### config.mk
export PLATFORM = sky130hd
export DESIGN_NAME = ebus_seq
export DESIGN_NICKNAME = d
export VERILOG_FILES = /design/src/rtl/ebus_pkg.sv /design/src/rtl/ebus_timing.sv /design/src/rtl/ebus_fsm.sv /design/src/rtl/ebus_drive.sv /design/src/rtl/ebus_seq.sv
export SDC_FILE = /design/constraint.sdc
export NUM_CORES = 1
export LEC_CHECK = 0
export BUFFER_PORTS_ARGS = -buffer_cell sky130_fd_sc_hd__buf_2
export CAP_MARGIN = 0
export CORE_MARGIN = 2
export CORE_UTILIZATION = 50
export CTS_CLUSTER_SIZE = 10
export DETAILED_ROUTE_END_ITERATION = 7
export PLACE_DENSITY = 0.9
export SYNTH_ARGS = -nofsm -noshare
export SYNTH_HDL_FRONTEND = slang
export SYNTH_SLANG_ARGS = --single-unit
### constraint.sdc
create_clock -name clk -period 3.1 [get_ports clk]
set_clock_uncertainty 0.2 [all_clocks]
set_input_delay 0.62 -clock clk [delete_from_list [all_inputs] [get_ports clk]]
set_output_delay 0.62 -clock clk [all_outputs]
set_load 0.01 [all_outputs]
### src/rtl/ebus_pkg.sv
package ebus_pkg;
  localparam int CNT_W    = 7;
  localparam int SU_W     = 4;
  localparam int BASE_W   = 5;
  localparam int BE_W     = 4;
  localparam int MAX_BASE = 25;

  typedef enum logic [2:0] {
    ST_IDLE, ST_SETUP, ST_STROBE, ST_HOLD, ST_BSH, ST_DONE
  } ebus_st_e;

  typedef struct packed {
    logic [SU_W-1:0]  su;
    logic [SU_W-1:0]  hd;
    logic [CNT_W-1:0] wt;
    logic             bsh;
  } ebus_tm_t;

  typedef struct packed {
    logic            pc;
    logic            wr;
    logic            io;
    logic            attr;
    logic [BE_W-1:0] be;
  } ebus_rq_t;

  function automatic logic [CNT_W-1:0] pc_extra(input logic [1:0] code);
    case (code)
      2'b01:   return CNT_W'(15);
      2'b10:   return CNT_W'(30);
      2'b11:   return CNT_W'(50);
      default: return '0;
    endcase
  endfunction
endpackage

### src/rtl/ebus_timing.sv
module ebus_timing
  import ebus_pkg::*;
(
  input  logic              pcmode,
  input  logic              io,
  input  logic [BASE_W-1:0] base_wait,
  input  logic [2:0]        sram_su,
  input  logic [2:0]        sram_hd,
  input  logic              bshold,
  input  logic [SU_W-1:0]   pc_su_mem,
  input  logic [SU_W-1:0]   pc_hd_mem,
  input  logic [SU_W-1:0]   pc_su_io,
  input  logic [SU_W-1:0]   pc_hd_io,
  input  logic [1:0]        pc_xwait,
  output ebus_tm_t          tm
);
  logic [CNT_W-1:0] base_c;

  always_comb begin
    if (base_wait > BASE_W'(MAX_BASE)) base_c = CNT_W'(MAX_BASE);
    else                               base_c = CNT_W'(base_wait);
  end

  always_comb begin
    if (pcmode) begin
      tm.su = io ? pc_su_io : pc_su_mem;
      tm.hd = io ? pc_hd_io : pc_hd_mem;
      tm.wt = base_c + pc_extra(pc_xwait);
    end else begin
      tm.su = SU_W'(sram_su);
      tm.hd = SU_W'(sram_hd);
      tm.wt = base_c;
    end
    tm.bsh = bshold && (tm.su != '0);
  end
endmodule

### src/rtl/ebus_fsm.sv
module ebus_fsm
  import ebus_pkg::*;
(
  input  logic     clk,
  input  logic     rst_n,
  input  logic     start,
  input  ebus_tm_t tm_in,
  input  ebus_rq_t rq_in,
  input  logic     rdy,
  output ebus_st_e st,
  output logic     first,
  output ebus_rq_t rq_q
);
  logic [CNT_W-1:0] cnt;
  logic [SU_W-1:0]  hd_q;
  logic [CNT_W-1:0] wt_q;
  logic             bsh_q;

  always_ff @(posedge clk or negedge rst_n) begin
    if (!rst_n) begin
      st    <= ST_IDLE;
      cnt   <= '0;
      hd_q  <= '0;
      wt_q  <= '0;
      bsh_q <= 1'b0;
      first <= 1'b0;
      rq_q  <= '0;
    end else begin
      first <= 1'b0;
      unique case (st)
        ST_IDLE: begin
          if (start) begin
            rq_q  <= rq_in;
            hd_q  <= tm_in.hd;
            wt_q  <= tm_in.wt;
            bsh_q <= tm_in.bsh;
            first <= 1'b1;
            if (tm_in.su != '0) begin
              st  <= ST_SETUP;
              cnt <= CNT_W'(tm_in.su - SU_W'(1));
            end else begin
              st  <= ST_STROBE;
              cnt <= tm_in.wt;
            end
          end
        end
        ST_SETUP: begin
          if (cnt == '0) begin
            st  <= ST_STROBE;
            cnt <= wt_q;
          end else begin
            cnt <= cnt - CNT_W'(1);
          end
        end
        ST_STROBE: begin
          if (cnt != '0) begin
            cnt <= cnt - CNT_W'(1);
          end else if (wt_q == '0 || rdy) begin
            if (hd_q != '0) begin
              st  <= ST_HOLD;
              cnt <= CNT_W'(hd_q - SU_W'(1));
            end else if (bsh_q) begin
              st <= ST_BSH;
            end else begin
              st <= ST_DONE;
            end
          end
        end
        ST_HOLD: begin
          if (cnt == '0) st <= bsh_q ? ST_BSH : ST_DONE;
          else           cnt <= cnt - CNT_W'(1);
        end
        ST_BSH:  st <= ST_DONE;
        ST_DONE: st <= ST_IDLE;
        default: st <= ST_IDLE;
      endcase
    end
  end
endmodule

### src/rtl/ebus_drive.sv
module ebus_drive
  import ebus_pkg::*;
(
  input  ebus_st_e        st,
  input  logic            first,
  input  ebus_rq_t        rq,
  output logic            cs_n,
  output logic            rd_n,
  output logic [BE_W-1:0] we_n,
  output logic            bs_n,
  output logic            done
);
  logic in_cs, strb;
  logic [BE_W-1:0] sram_we, pc_we;

  assign in_cs = (st == ST_SETUP) || (st == ST_STROBE) ||
                 (st == ST_HOLD)  || (st == ST_BSH);
  assign strb  = (st == ST_STROBE);

  for (genvar i = 0; i < BE_W; i++) begin : g_byte
    assign sram_we[i] = strb && rq.wr && rq.be[i];
  end

  assign pc_we[0] = in_cs && (rq.io || rq.attr);
  assign pc_we[1] = strb && !rq.io && rq.wr;
  assign pc_we[2] = strb && rq.io && !rq.wr;
  assign pc_we[3] = strb && rq.io && rq.wr;

  always_comb begin
    cs_n = !in_cs;
    bs_n = !((first && in_cs) || (st == ST_BSH));
    done = (st == ST_DONE);
    if (rq.pc) begin
      rd_n = !(strb && !rq.io && !rq.wr);
      we_n = ~pc_we;
    end else begin
      rd_n = !(strb && !rq.wr);
      we_n = ~sram_we;
    end
  end
endmodule

### src/rtl/ebus_seq.sv
module ebus_seq
  import ebus_pkg::*;
#(
  parameter int         ADDR_W    = 32,
  parameter int         AREA_LSB  = 26,
  parameter logic [2:0] AREA_CODE = 3'b110
) (
  input  logic              clk,
  input  logic              rst_n,
  input  logic              req_valid,
  output logic              req_ready,
  input  logic [ADDR_W-1:0] req_addr,
  input  logic              req_write,
  input  logic [BE_W-1:0]   req_be,
  input  logic              req_io,
  input  logic              req_attr,
  input  logic              cfg_pcmode,
  input  logic [BASE_W-1:0] cfg_wait,
  input  logic [2:0]        cfg_setup,
  input  logic [2:0]        cfg_hold,
  input  logic              cfg_bshold,
  input  logic [SU_W-1:0]   cfg_pc_setup_mem,
  input  logic [SU_W-1:0]   cfg_pc_hold_mem,
  input  logic [SU_W-1:0]   cfg_pc_setup_io,
  input  logic [SU_W-1:0]   cfg_pc_hold_io,
  input  logic [1:0]        cfg_pc_xwait,
  input  logic              ext_rdy,
  output logic              cs_n,
  output logic              rd_n,
  output logic [BE_W-1:0]   we_n,
  output logic              bs_n,
  output logic              done
);
  localparam int AREA_MSB = AREA_LSB + 2;

  ebus_st_e st;
  logic     first, hit, start;
  ebus_tm_t tm;
  ebus_rq_t rq_in, rq_q;
  logic     unused_addr;

  assign unused_addr = ^{req_addr[AREA_LSB-1:0], req_addr[ADDR_W-1:AREA_MSB+1]};
  assign hit       = (req_addr[AREA_MSB:AREA_LSB] == AREA_CODE);
  assign req_ready = (st == ST_IDLE);
  assign start     = req_valid && req_ready && hit;

  assign rq_in.pc   = cfg_pcmode;
  assign rq_in.wr   = req_write;
  assign rq_in.io   = req_io;
  assign rq_in.attr = req_attr;
  assign rq_in.be   = req_be;

  ebus_timing u_tm (
    .pcmode(cfg_pcmode), .io(req_io), .base_wait(cfg_wait),
    .sram_su(cfg_setup), .sram_hd(cfg_hold), .bshold(cfg_bshold),
    .pc_su_mem(cfg_pc_setup_mem), .pc_hd_mem(cfg_pc_hold_mem),
    .pc_su_io(cfg_pc_setup_io), .pc_hd_io(cfg_pc_hold_io),
    .pc_xwait(cfg_pc_xwait), .tm(tm)
  );

  ebus_fsm u_fsm (
    .clk(clk), .rst_n(rst_n), .start(start), .tm_in(tm), .rq_in(rq_in),
    .rdy(ext_rdy), .st(st), .first(first), .rq_q(rq_q)
  );

  ebus_drive u_drv (
    .st(st), .first(first), .rq(rq_q), .cs_n(cs_n), .rd_n(rd_n),
    .we_n(we_n), .bs_n(bs_n), .done(done)
  );
endmodule

== Word level (Yosys, flattened, before mapping) ==
Cells that the tools add are included.

* Reductions and logical operators: 39
* Eq/ne operators: 17
* Muxes and demuxes: 27
* $lt $le $gt $ge: 1
* Add/subtract/negate cells: 4
* Bitwise operators: 2

{| class="wikitable"
|+ Operator list
! kind !! number
|-
| $mux W7 || 8
|-
| $pmux W7 S4 || 1
|-
| $mux W3 || 6
|-
| $pmux W6 S3 || 1
|-
| $logic_and A1 B1 Y1 || 17
|-
| $mux W15 || 1
|-
| $pmux W3 S5 || 1
|-
| $logic_not A7 Y1 || 2
|-
| $mux W4 || 3
|-
| $reduce_bool A4 Y1 || 3
|-
| $ne A2 B2 Y1 const B || 5
|-
| $reduce_and A5 Y1 || 2
|-
| $sub A4 B1 Y5 const B || 2
|-
| $eq A3 B3 Y1 const B || 3
|-
| $not A4 Y4 || 2
|-
| $add A5 B7 Y7 || 1
|-
| $reduce_bool A7 Y1 || 1
|-
| $sub A7 B1 Y7 const B || 1
|-
| $eq A3 B2 Y1 const B || 2
|-
| $logic_not A1 Y1 || 6
|-
| $logic_or A1 B1 Y1 || 6
|-
| $ne A3 B3 Y1 const B || 2
|-
| $gt A5 B5 Y1 const B || 1
|-
| $mux W5 || 1
|-
| other kinds (8) || 12
|}

* Bits in registers: 31
* Word-level logic and storage cells: 101

== Logic depth before layout (Yosys ltp) ==
Gate-level depths: netlist of the first run.

* Depth in word-level cells: 9
* Mapped depth: 11
* Depth with buffers taken out: 11

== By module ==
Synthesis of the first run repeated with hierarchy kept, for this count alone.

* Cells, all modules: 281
* Area total of the unflattened synthesis: 2,571.2 µm²

{| class="wikitable"
|+ Modules (own cells, without submodules)
! module !! times used !! area an instance (µm²) !! cells an instance
|-
| ebus_fsm || 1 || 1,855.5 || 185
|-
| ebus_timing || 1 || 558.0 || 73
|-
| ebus_drive || 1 || 132.6 || 20
|-
| ebus_seq || 1 || 25.0 || 3
|}

== Worst setup path after synthesis of the first run ==
Ideal clock, no wire load.

* Kind: in2reg
* Start point: input port cfg_wait[4]
* End point: register u_fsm.cnt[6]
* Stages on the path: 11
* Path buffers: 0
* Data arrival time: 2.374 ns
* Setup time: 0.083 ns
* Path slack: 0.444 ns
* Cell sequence: nand2_1 -> o21bai_1 -> ha_1 -> inv_1 -> fa_1 -> nor2b_1 -> o21ai_0 -> a21boi_0 -> nor2_1 -> o31a_1 -> o21ai_0

* Longest elaborated chain between the ends: 7

{| class="wikitable"
|+ RTL lines
! element !! line !! RTL
|-
| from (decl) || ebus_seq.sv:18 || <nowiki>input logic [BASE_W-1:0] cfg_wait,</nowiki>
|-
| $gt A5 B5 Y1 || ebus_timing.sv:20 || <nowiki>if (base_wait > BASE_W'(MAX_BASE)) base_c = CNT_W'(MAX_BASE);</nowiki>
|-
| $mux W5 (*) || ebus_timing.sv:20 ||
|-
| $add A5 B7 Y7 (*) || ebus_timing.sv:28 || <nowiki>tm.wt = base_c + pc_extra(pc_xwait);</nowiki>
|-
| $mux W15 (*) || ebus_timing.sv:25 || <nowiki>if (pcmode) begin</nowiki>
|-
| $mux W7 (*) || ebus_fsm.sv:38 || <nowiki>if (tm_in.su != '0) begin</nowiki>
|-
| $mux W7 (*) || ebus_fsm.sv:32 || <nowiki>if (start) begin</nowiki>
|-
| $pmux W7 S4 (*) || ebus_fsm.sv:30 || <nowiki>unique case (st)</nowiki>
|-
| to (signal assigned) || ebus_fsm.sv:40 || <nowiki>cnt <= CNT_W'(tm_in.su - SU_W'(1));</nowiki>
|-
| to (signal assigned) || ebus_fsm.sv:43 || <nowiki>cnt <= tm_in.wt;</nowiki>
|-
| to (signal assigned) || ebus_fsm.sv:50 || <nowiki>cnt <= wt_q;</nowiki>
|-
| to (decl) || ebus_fsm.sv:14 || <nowiki>logic [CNT_W-1:0] cnt;</nowiki>
|}

Mark *: on every way between the ends. The rest lies on a longest branch, timed or not. The select of a mux whose other input is x is not followed.
A chain may end at the register's enable or synchronous reset.

== Worst setup path in the final report of the first run ==
* Start point: input port cfg_wait[3]
* End point: register u_fsm.cnt[6]

Same word-level chain as after synthesis.

==> results of run 1 <==
## final cells by class
class | count | area, um2
repair buffers | 58 | 303
multi-input cells | 227 | 1440
well taps | 52 | 65.1
fillers | 388 | 1680
clock buffers | 6 | 82.6
flip-flops and latches | 31 | 776
inverters | 16 | 60.1
clock inverters | 2 | 35.0
## cell families after synthesis
logic type,Yosys count,synth area share
simple gates,117,0.238
compound gates,73,0.200
buf+inv,35,0.0615
flops,31,0.329
mux,16,0.0705
fa+ha+maj,13,0.0721
xor+xnor,8,0.0297
## through the flow
| stage | cells | total power [mW] | setup WS (ps) |
|---|---|---|---|
| 3_3_place_gp | 384 | 1.76 | 149 |
| 2_1_floorplan | 293 | 1.52 | 444 |
| 5_1_grt | 392 | 2.42 | 29.6 |
| 3_5_place_dp | 384 | 1.81 | 18.9 |
| 4_1_cts | 392 | 2.23 | 304 |
| 6_report | 392 | 2.24 | 322 |
## power groups by stage
stage | combinational [mW] | clock [mW] | sequential (mW)
after floorplan | 0.834 | 0 | 0.689
after CTS | 1.06 | 0.417 | 0.754
after global routing | 1.20 | 0.436 | 0.778
after detailed placement | 1.05 | 0 | 0.759
final | 1.06 | 0.418 | 0.760
after global placement | 1.02 | 0 | 0.746
## per-layer routing
layer,share of wire,up-vias
li1,-,1117
met1,0.44,1047
met2,0.48,82
met3,0.061,9
met4,0.019,0
met5,0,-
## worst register-to-register path, stage by stage (launching register included)
cell	delay (ps)
dfrtp_1	370
inv_1	70
ha_1	210
nor3b_1	150
or2_1	300
a21o_1	210
a211o_1	450
o21ai_0	220
o21ai_0	100
## sequential cells by signal, indices dropped and copies added (netlist names)
register / count
u_fsm.wt_q: 7
u_fsm.hd_q: 4
u_fsm.rq_q: 8
u_fsm.bsh_q: 1
u_fsm.st: 3
u_fsm.first: 1
u_fsm.cnt: 7
## cells in the final DEF (no fill, tap or decap), drive strengths merged, types with 3 or more instances in the layout
cell type  instances
a211oi             5
a21o               5
a21oi             11
a31oi              3
and2               3
buf               58
clkbuf             6
dfrtp             31
ha                12
inv               16
mux2               5
mux2i             11
nand2             62
nand2b             5
nand3b             3
nor2              10
nor2b              3
nor3              14
nor3b              4
nor4               3
o211ai             3
o21ai             27
o31ai              4
or2                4
xnor2              3
xor2               5
## final timing paths
check / startpoint / to / slack [ps] / cells past startpoint
setup reg to reg: u_fsm.hd_q[0]$_DFFE_PN0P_ / u_fsm.cnt[6]$_DFFE_PN0P_ / 690 / 8
hold reg to reg: u_fsm.rq_q[4]$_DFFE_PN0P_ / u_fsm.rq_q[4]$_DFFE_PN0P_ / 290 / 2
setup / recovery: cfg_wait[3] / u_fsm.cnt[6]$_DFFE_PN0P_ / 320 / 12
max in group asynchronous: rst_n / u_fsm.cnt[4]$_DFFE_PN0P_ / 2080 / 1
min in group clk: u_fsm.rq_q[4]$_DFFE_PN0P_ / u_fsm.rq_q[4]$_DFFE_PN0P_ / 290 / 2
hold / removal: rst_n / u_fsm.hd_q[0]$_DFFE_PN0P_ / 170 / 1
==> results.env, run 1 <==
STATUS='finished, final reports clean'
SLOWEST_STAGE='fa_1'
SYNTH.AREA.TOP_CELLS='dfrtp_1 33%, nand2_1 9.7%, ha_1 6.4%'
TRITONCTS='built'
SYNTH.LARGEST_AREA_CELL='dfrtp_1'
CTS_HOLD_BUF=0
GLOBALROUTETOTALUTIL=0.231
PATH_BUF_INV=2
GLOBAL_ROUTE.USAGE.MET1=0.294
GRT_BUSIEST_LAYER='met2'
POWER.SEQUENTIAL.FRACTION=0.340
POST_DETAIL_PLACE_HPWL_UM=4300
YS_TOP_CELLS_BY_COUNT='61 x nand2_1, 31 x dfrtp_1, 25 x o21ai_0, 16 x inv_1, 14 x nor3_1'
POSTROUTEANTENNANETS=0
NUMCLOCKSINKS=31
SYNTHESIS.AREA_PER_INSTANCE_UM2=8.06
VIAS=2255
DIE_Y_UM=72.7
DRIVE_GT1_FRAC=0.229
LEAKAGEPOWER_nW=1.36
ACHIEVABLE-FREQUENCY_GHz=0.360
END_KIND='flop'
FLOORPLAN.DIE.WIDTH_UM=72.7
PATH_MAX_FANOUT=3
SETUP_TNS_PS=0
WORSTSKEWPAIRLATENCY_PS=300
TOTAL_COUNT_OF_MAX_TRANSITION_VIOLATIONS_IN_THE_FINAL_REPORT=0
ROUTE.DETAILED.VIAS_PER_INST=5.75
TIGHTEST_SLEW_PS=783
FINALNETCOUNT=426
STDCELL_AREA_UM2=2760
CELLINTERNALPOWER_mW=1.30
FIN_CRIT_PS=2780
DETAILEDROUTE.FIRSTITERATIONVIOLATIONS=182
CTS_MADE_BUFFERS=5
SYNTH.TOP_CELL.AREA_SHARE=0.329
CLOCK_PIN_SLEW_REPORTED_FOR_THE_WORST_SETUP_AND_HOLD_PATHS_AFTER_CLOCK_TREE_SYNTHESIS_PS=70
POST_ROUTE_WL_UM=5640
TIMING.MAX_SLEW.REL_SLACK=0.477
CP_CELL_SEQUENCE='buf_2, nand2_1, o21bai_1, ha_1, inv_1, fa_1, nor2b_1, o21ai_0, a21boi_0, nor2_1, o31a_1, o21ai_0'
SHARE_COMB_OF_TOTAL_POWER=0.473
CELL_FAMILY_WITH_THE_LARGEST_SHARE_OF_CRITICAL_PATH_DELAY='compound AO/OA/AOI/OAI gates'
SHARE_CLK_OF_TOTAL_POWER=0.187
POSTPLACECELLAREA_UM2=2640
SYNTH_CELL_TYPES=52
SYNTH.MOST_COMMON_CELL='nand2_1'
FLOPS_LATCHES_SYNTH=31
FINAL_CORE_UTIL=0.621
POST-CTS-SETUP-BUFFER-COUNT=0
PEAK_SUPPLY_DROP_uV=456
ANTENNA_VIOLATIONS_BEFORE_REPAIR=0
SETUP_VIOLATION_TOTAL_IN_THE_FINAL_TIMING_REPORT=0
CLK_PATH_BUF_DEPTH=2
WORST_EP_REQUIRED_TIME_PS=3110
PIN_COUNT=83
ROWS=24
ROUTE.DETAILED.DRC=0
GRT_PASS1_VIAS=2082
PLACE.GP.CONGESTION=0.917
GRT.MET3_USAGE=0.0428
SYNTHESIS.INSTANCES=293
SYNTH.YOSYS.SEQ_AREA_SHARE=0.329
TIMING.SETUP.CRITICAL_PATH_CLASS='input port to flop'
FINAL.HOLD.WORST_SLACK_PS=168
FLOORPLAN.INITIALDENSITY=0.531
SWITCHING_POWER_mW=0.940
GRT_OVERFLOW_TOTAL=0
CORE_AREA_UM2=4440
GR-USAGE-MET2=0.393
HOLD_PATH.CLASS='input port to asynchronous set/reset pin'
SYNTH.NET_COUNT=380
H-TREE-DEPTH=2
SYNTH_EDF_COUNT=0
REPORT.FINAL.HOLD_VIOL_COUNT=0
YS.WARNINGS.COUNT=0
WL_PER_CELL_UM=14.4
IO_BUFFER_COUNT=53
SYNTHTOLAYOUTAREAGROWTH_PCT=17.0
SYNTH_TOP_FLOP_CELL='dfrtp_1'
P_SW_FRAC=0.420
WORST_PATH_LARGEST_CELL_DELAY_PS=380
PIN_COUNT_OF_THE_BIGGEST_NET_ENTERING_GLOBAL_ROUTING=32
CLOCK-ROOT-BUFFER='clkbuf_8'
POWER_PER_CELL_AREA_nW_PER_UM2=810
1ST_PASS_ROUTER_ITERATIONS=4
CRIT_ARRIVAL_PS=2790
UNREPAIRED_SETUP_ENDPOINTS_AFTER_GLOBAL_ROUTING='no'
LAYOUT_WORST_PATH_CYCLE_SHARE=0.896
ANTENNA-DIODE-COUNT=0
SYN_AREA_UM2=2360
MAX_CAP_VIOL_COUNT=0
SETUP.WORST_PATH.START_CLASS='input port'
FIRST_PASS_GRT_WIRE_LENGTH_UM=9400
ASYNC_FLOP_SHARE=1.00
CTSRESIZECOUNT=0
PATH_COMMON_CELL='o21ai_0'
DESIGN.DIE.AREA_UM2=5290
No activity file was read; power rests on OpenSTA's default activity.
==> run 2: changes to the inputs <==
--- a/config.mk
+++ b/config.mk
@@ -7,11 +7,11 @@
 export LEC_CHECK = 0
 export BUFFER_PORTS_ARGS = -buffer_cell sky130_fd_sc_hd__buf_2
 export CAP_MARGIN = 0
-export CORE_MARGIN = 2
 export CORE_UTILIZATION = 50
 export CTS_CLUSTER_SIZE = 10
 export DETAILED_ROUTE_END_ITERATION = 7
 export PLACE_DENSITY = 0.9
+export REMOVE_ABC_BUFFERS = 1
 export SYNTH_ARGS = -nofsm -noshare
 export SYNTH_HDL_FRONTEND = slang
 export SYNTH_SLANG_ARGS = --single-unit
==> run 2 against run 1 <==
Net effect: the flow now finishes with violations (DRC); cell count is 0.51% lower; die area decreased by 5.4%; via count increased by 2.5%; core utilization is 0.84 points lower; critical path depth unchanged; largest cell class unchanged; largest power group unchanged; highest routed layer unchanged.
==> results.env, run 2 (synthesis gave the netlist of run 1 again) <==
STATUS='complete, but fails checks'
VIOLATED_CHECKS='DRC'
FILLERS=365  # -5.9%
ANTENNA-DIODE-COUNT=0  # unchanged
ANTENNA_VIOLATIONS_BEFORE_REPAIR=0  # unchanged
POST-CTS-SETUP-BUFFER-COUNT=0  # unchanged
FINALNETCOUNT=425  # -0.23%
TOTAL_COUNT_OF_MAX_TRANSITION_VIOLATIONS_IN_THE_FINAL_REPORT=0  # unchanged
CTSRESIZECOUNT=0  # unchanged
SWITCHING_POWER_mW=0.942  # +0.21%
REPORT.FINAL.HOLD_VIOL_COUNT=0  # unchanged
CTS_HOLD_BUF=0  # unchanged
CELLINTERNALPOWER_mW=1.21  # -7.0%
REGISTERS_WITH_THE_MOST_FLIP_FLOPS='u_fsm.rq_q: 8 flops, u_fsm.cnt: 7 flops, u_fsm.wt_q: 7 flops'
FINALNONFILLERCELLS=390  # -0.51%
GLOBALROUTETOTALUTIL=0.238  # +0.00712
CELL_FAMILY_WITH_THE_LARGEST_SHARE_OF_CRITICAL_PATH_DELAY='compound AO/OA/AOI/OAI gates'
LEAKAGEPOWER_nW=1.34  # -1.4%
SHARE_CLK_OF_TOTAL_POWER=0.148  # -0.039
CLOCK_PIN_SLEW_REPORTED_FOR_THE_WORST_SETUP_AND_HOLD_PATHS_AFTER_CLOCK_TREE_SYNTHESIS_PS=70  # about the same
UNREPAIRED_SETUP_ENDPOINTS_AFTER_GLOBAL_ROUTING='no'
POST_ROUTE_WL_UM=5760  # +2.1%
GR-USAGE-MET2=0.410  # +0.0173
DRIVE_GT1_FRAC=0.225  # -0.00456
ROWS=24  # unchanged
WL_PER_CELL_UM=14.8  # +2.7%
POWER.SEQUENTIAL.FRACTION=0.365  # +0.025
MAX_CAP_VIOL_COUNT=0  # unchanged
END_KIND='flop'
FLOORPLAN.INITIALDENSITY=0.531  # unchanged
SYNTHTOLAYOUTAREAGROWTH_PCT=15.4
ACHIEVABLE-FREQUENCY_GHz=0.353  # -1.8%
FLOORPLAN.DIE.WIDTH_UM=70.7  # -2.8%
PLACE.GP.CONGESTION=0.944  # +2.9%
MOST-COMMON-LAYOUT-CELLS='61 x nand2_1, 53 x buf_2, 31 x dfrtp_1, 25 x o21ai_0, 16 x inv_1'
WORST_EP_REQUIRED_TIME_PS=3100  # about the same
IO_BUFFER_COUNT=53  # unchanged
CORE_AREA_UM2=4440  # unchanged
H-TREE-DEPTH=2  # unchanged
PIN_COUNT=83  # unchanged
GRT_PASS1_VIAS=2178  # +4.6%
CTS_MADE_BUFFERS=5  # unchanged
SETUP_TNS_PS=0  # unchanged
VIAS=2312  # +2.5%
TIMING.SETUP.CRITICAL_PATH_CLASS='input port to flop'
DETAILEDROUTE.FIRSTITERATIONVIOLATIONS=223  # +23%
SHARE_COMB_OF_TOTAL_POWER=0.487  # +0.014
CLK_PATH_BUF_DEPTH=2  # unchanged
PATH_MAX_FANOUT=3  # unchanged
NUMCLOCKSINKS=31  # unchanged
TIGHTEST_SLEW_PS=714  # -69.0 ps
WORSTSKEWPAIRLATENCY_PS=280  # -20 ps
SETUP_VIOLATION_TOTAL_IN_THE_FINAL_TIMING_REPORT=0  # unchanged
PATH_COMMON_CELL='o21ai_0'
NUMBER_OF_FLIP_FLOPS_UNDER_THE_LARGEST_REGISTER_NAME=8  # unchanged
DESIGN.DIE.AREA_UM2=5000  # -5.4%
CRIT_ARRIVAL_PS=2830  # +40 ps
PIN_COUNT_OF_THE_BIGGEST_NET_ENTERING_GLOBAL_ROUTING=32  # unchanged
P_SW_FRAC=0.438  # +0.0184
TIMING.MAX_SLEW.REL_SLACK=0.523  # +0.0461
LAYOUT.CELLS.MOST_COMMON='nand2_1'
FIRST_PASS_GRT_WIRE_LENGTH_UM=9550  # +1.6%
GLOBAL_ROUTE.USAGE.MET1=0.308  # +0.0145
GRT.MET3_USAGE=0.0328  # -0.0101
FINAL.HOLD.WORST_SLACK_PS=178  # +9.73 ps
PATH_BUF_INV=2  # unchanged
PEAK_SUPPLY_DROP_uV=352  # -23%
ROUTE.DETAILED.VIAS_PER_INST=5.93  # +3.1%
SETUP.WORST_PATH.START_CLASS='input port'
CLOCK-ROOT-BUFFER='clkbuf_8'
SLOWEST_STAGE='fa_1'
POST_DETAIL_PLACE_HPWL_UM=4320  # +0.47%
DPL_WORST_SLACK_PS=-31.5  # -50.5 ps
WORST_PATH_LARGEST_CELL_DELAY_PS=390  # about the same
STDCELL_AREA_UM2=2720  # -1.4%
ROUTE.DETAILED.DRC=6  # +6
GRT_BUSIEST_LAYER='met2'
CP_CELL_SEQUENCE='buf_2, nand2_1, o21bai_1, ha_1, inv_1, fa_1, nor2b_1, o21ai_0, nor3b_1, o31ai_1, a21oi_1, o21ai_0'
TRITONCTS='built'
MAX_FLOP_REGISTER='u_fsm.rq_q'
POWER_PER_CELL_AREA_nW_PER_UM2=789  # -2.7%
LAYOUT_WORST_PATH_CYCLE_SHARE=0.913  # +0.0166
PLACED_CELLS_INCL_TAPS=383  # -0.26%
POSTPLACECELLAREA_UM2=2640  # -0.28%
1ST_PASS_ROUTER_ITERATIONS=6  # +2
POSTROUTEANTENNANETS=0  # unchanged
TIMING.FINAL.WS_SETUP_PS=271  # -51.5 ps
DIE_Y_UM=70.7  # -2.8%
GRT_OVERFLOW_TOTAL=0  # unchanged
FIN_CRIT_PS=2830  # +51.5 ps
HOLD_PATH.CLASS='input port to asynchronous set/reset pin'
==> run 2: cell count changes in the layout (fill, tap and decap cells not counted) <==
cell | previous run | this run
a21boi_1 | 0 | 1
buf_4 | 5 | 4
a21boi_0 | 1 | 0
bufinv_16 | 1 | 0
==> run 2: layer usage <==
layer | routed length (um) | vias up
li1 | - | 1112
met1 | 2440 | 1076
met2 | 2820 | 108
met3 | 373 | 16
met4 | 121 | 0
met5 | 0 | -
==> run 2: layout make-up <==
cell class / count / area (um2) / area share
Clock buffer: 6 / 82.6 / 0.0303
Timing Repair Buffer: 57 / 295 / 0.108
Inverter: 16 / 60.1 / 0.0220
Multi-Input combinational cell: 227 / 1440 / 0.529
Clock inverter: 1 / 5.00 / 0.00184
Tap cell: 52 / 65.1 / 0.0239
Sequential cell: 31 / 776 / 0.285
==> run 2: path summary, 6_finish.rpt <==
path,cells past startpoint,end,from,slack [ps]
setup / recovery,12,u_fsm.cnt[4]$_DFFE_PN0P_,cfg_wait[3],270
hold / removal,1,u_fsm.st[1]$_DFFE_PN0P_,rst_n,180
setup reg to reg,6,u_fsm.cnt[5]$_DFFE_PN0P_,u_fsm.st[1]$_DFFE_PN0P_,470
hold reg to reg,2,u_fsm.rq_q[4]$_DFFE_PN0P_,u_fsm.rq_q[4]$_DFFE_PN0P_,280
max in group asynchronous,1,u_fsm.rq_q[5]$_DFFE_PN0P_,rst_n,2080
min in group clk,2,u_fsm.rq_q[4]$_DFFE_PN0P_,u_fsm.rq_q[4]$_DFFE_PN0P_,280
==> run 2: worst reg2reg max path, stage by stage (launching register included) <==
cell,delay [ps]
dfrtp_1,740
nand2b_1,210
a2111oi_1,610
a21o_1,160
a211o_1,350
nor2b_1,190
a21oi_1,50
==> run 2: power groups by stage <==
stage | sequential, mW | clock (mW) | combinational (mW)
CTS | 0.775 | 0.323 | 1.04
global placement | 0.765 | 0 | 0.982
detailed placement | 0.780 | 0 | 1.02
floorplan | 0.722 | 0 | 0.757
finish | 0.783 | 0.318 | 1.05
global route | 0.807 | 0.336 | 1.17
==> run 2: stage by stage <==
stage	util	power (mW)
detailed placement	0.593	1.80
floorplan	-	1.48
global placement	0.593	1.75
global route	0.613	2.31
CTS	0.613	2.13
finish	0.613	2.15
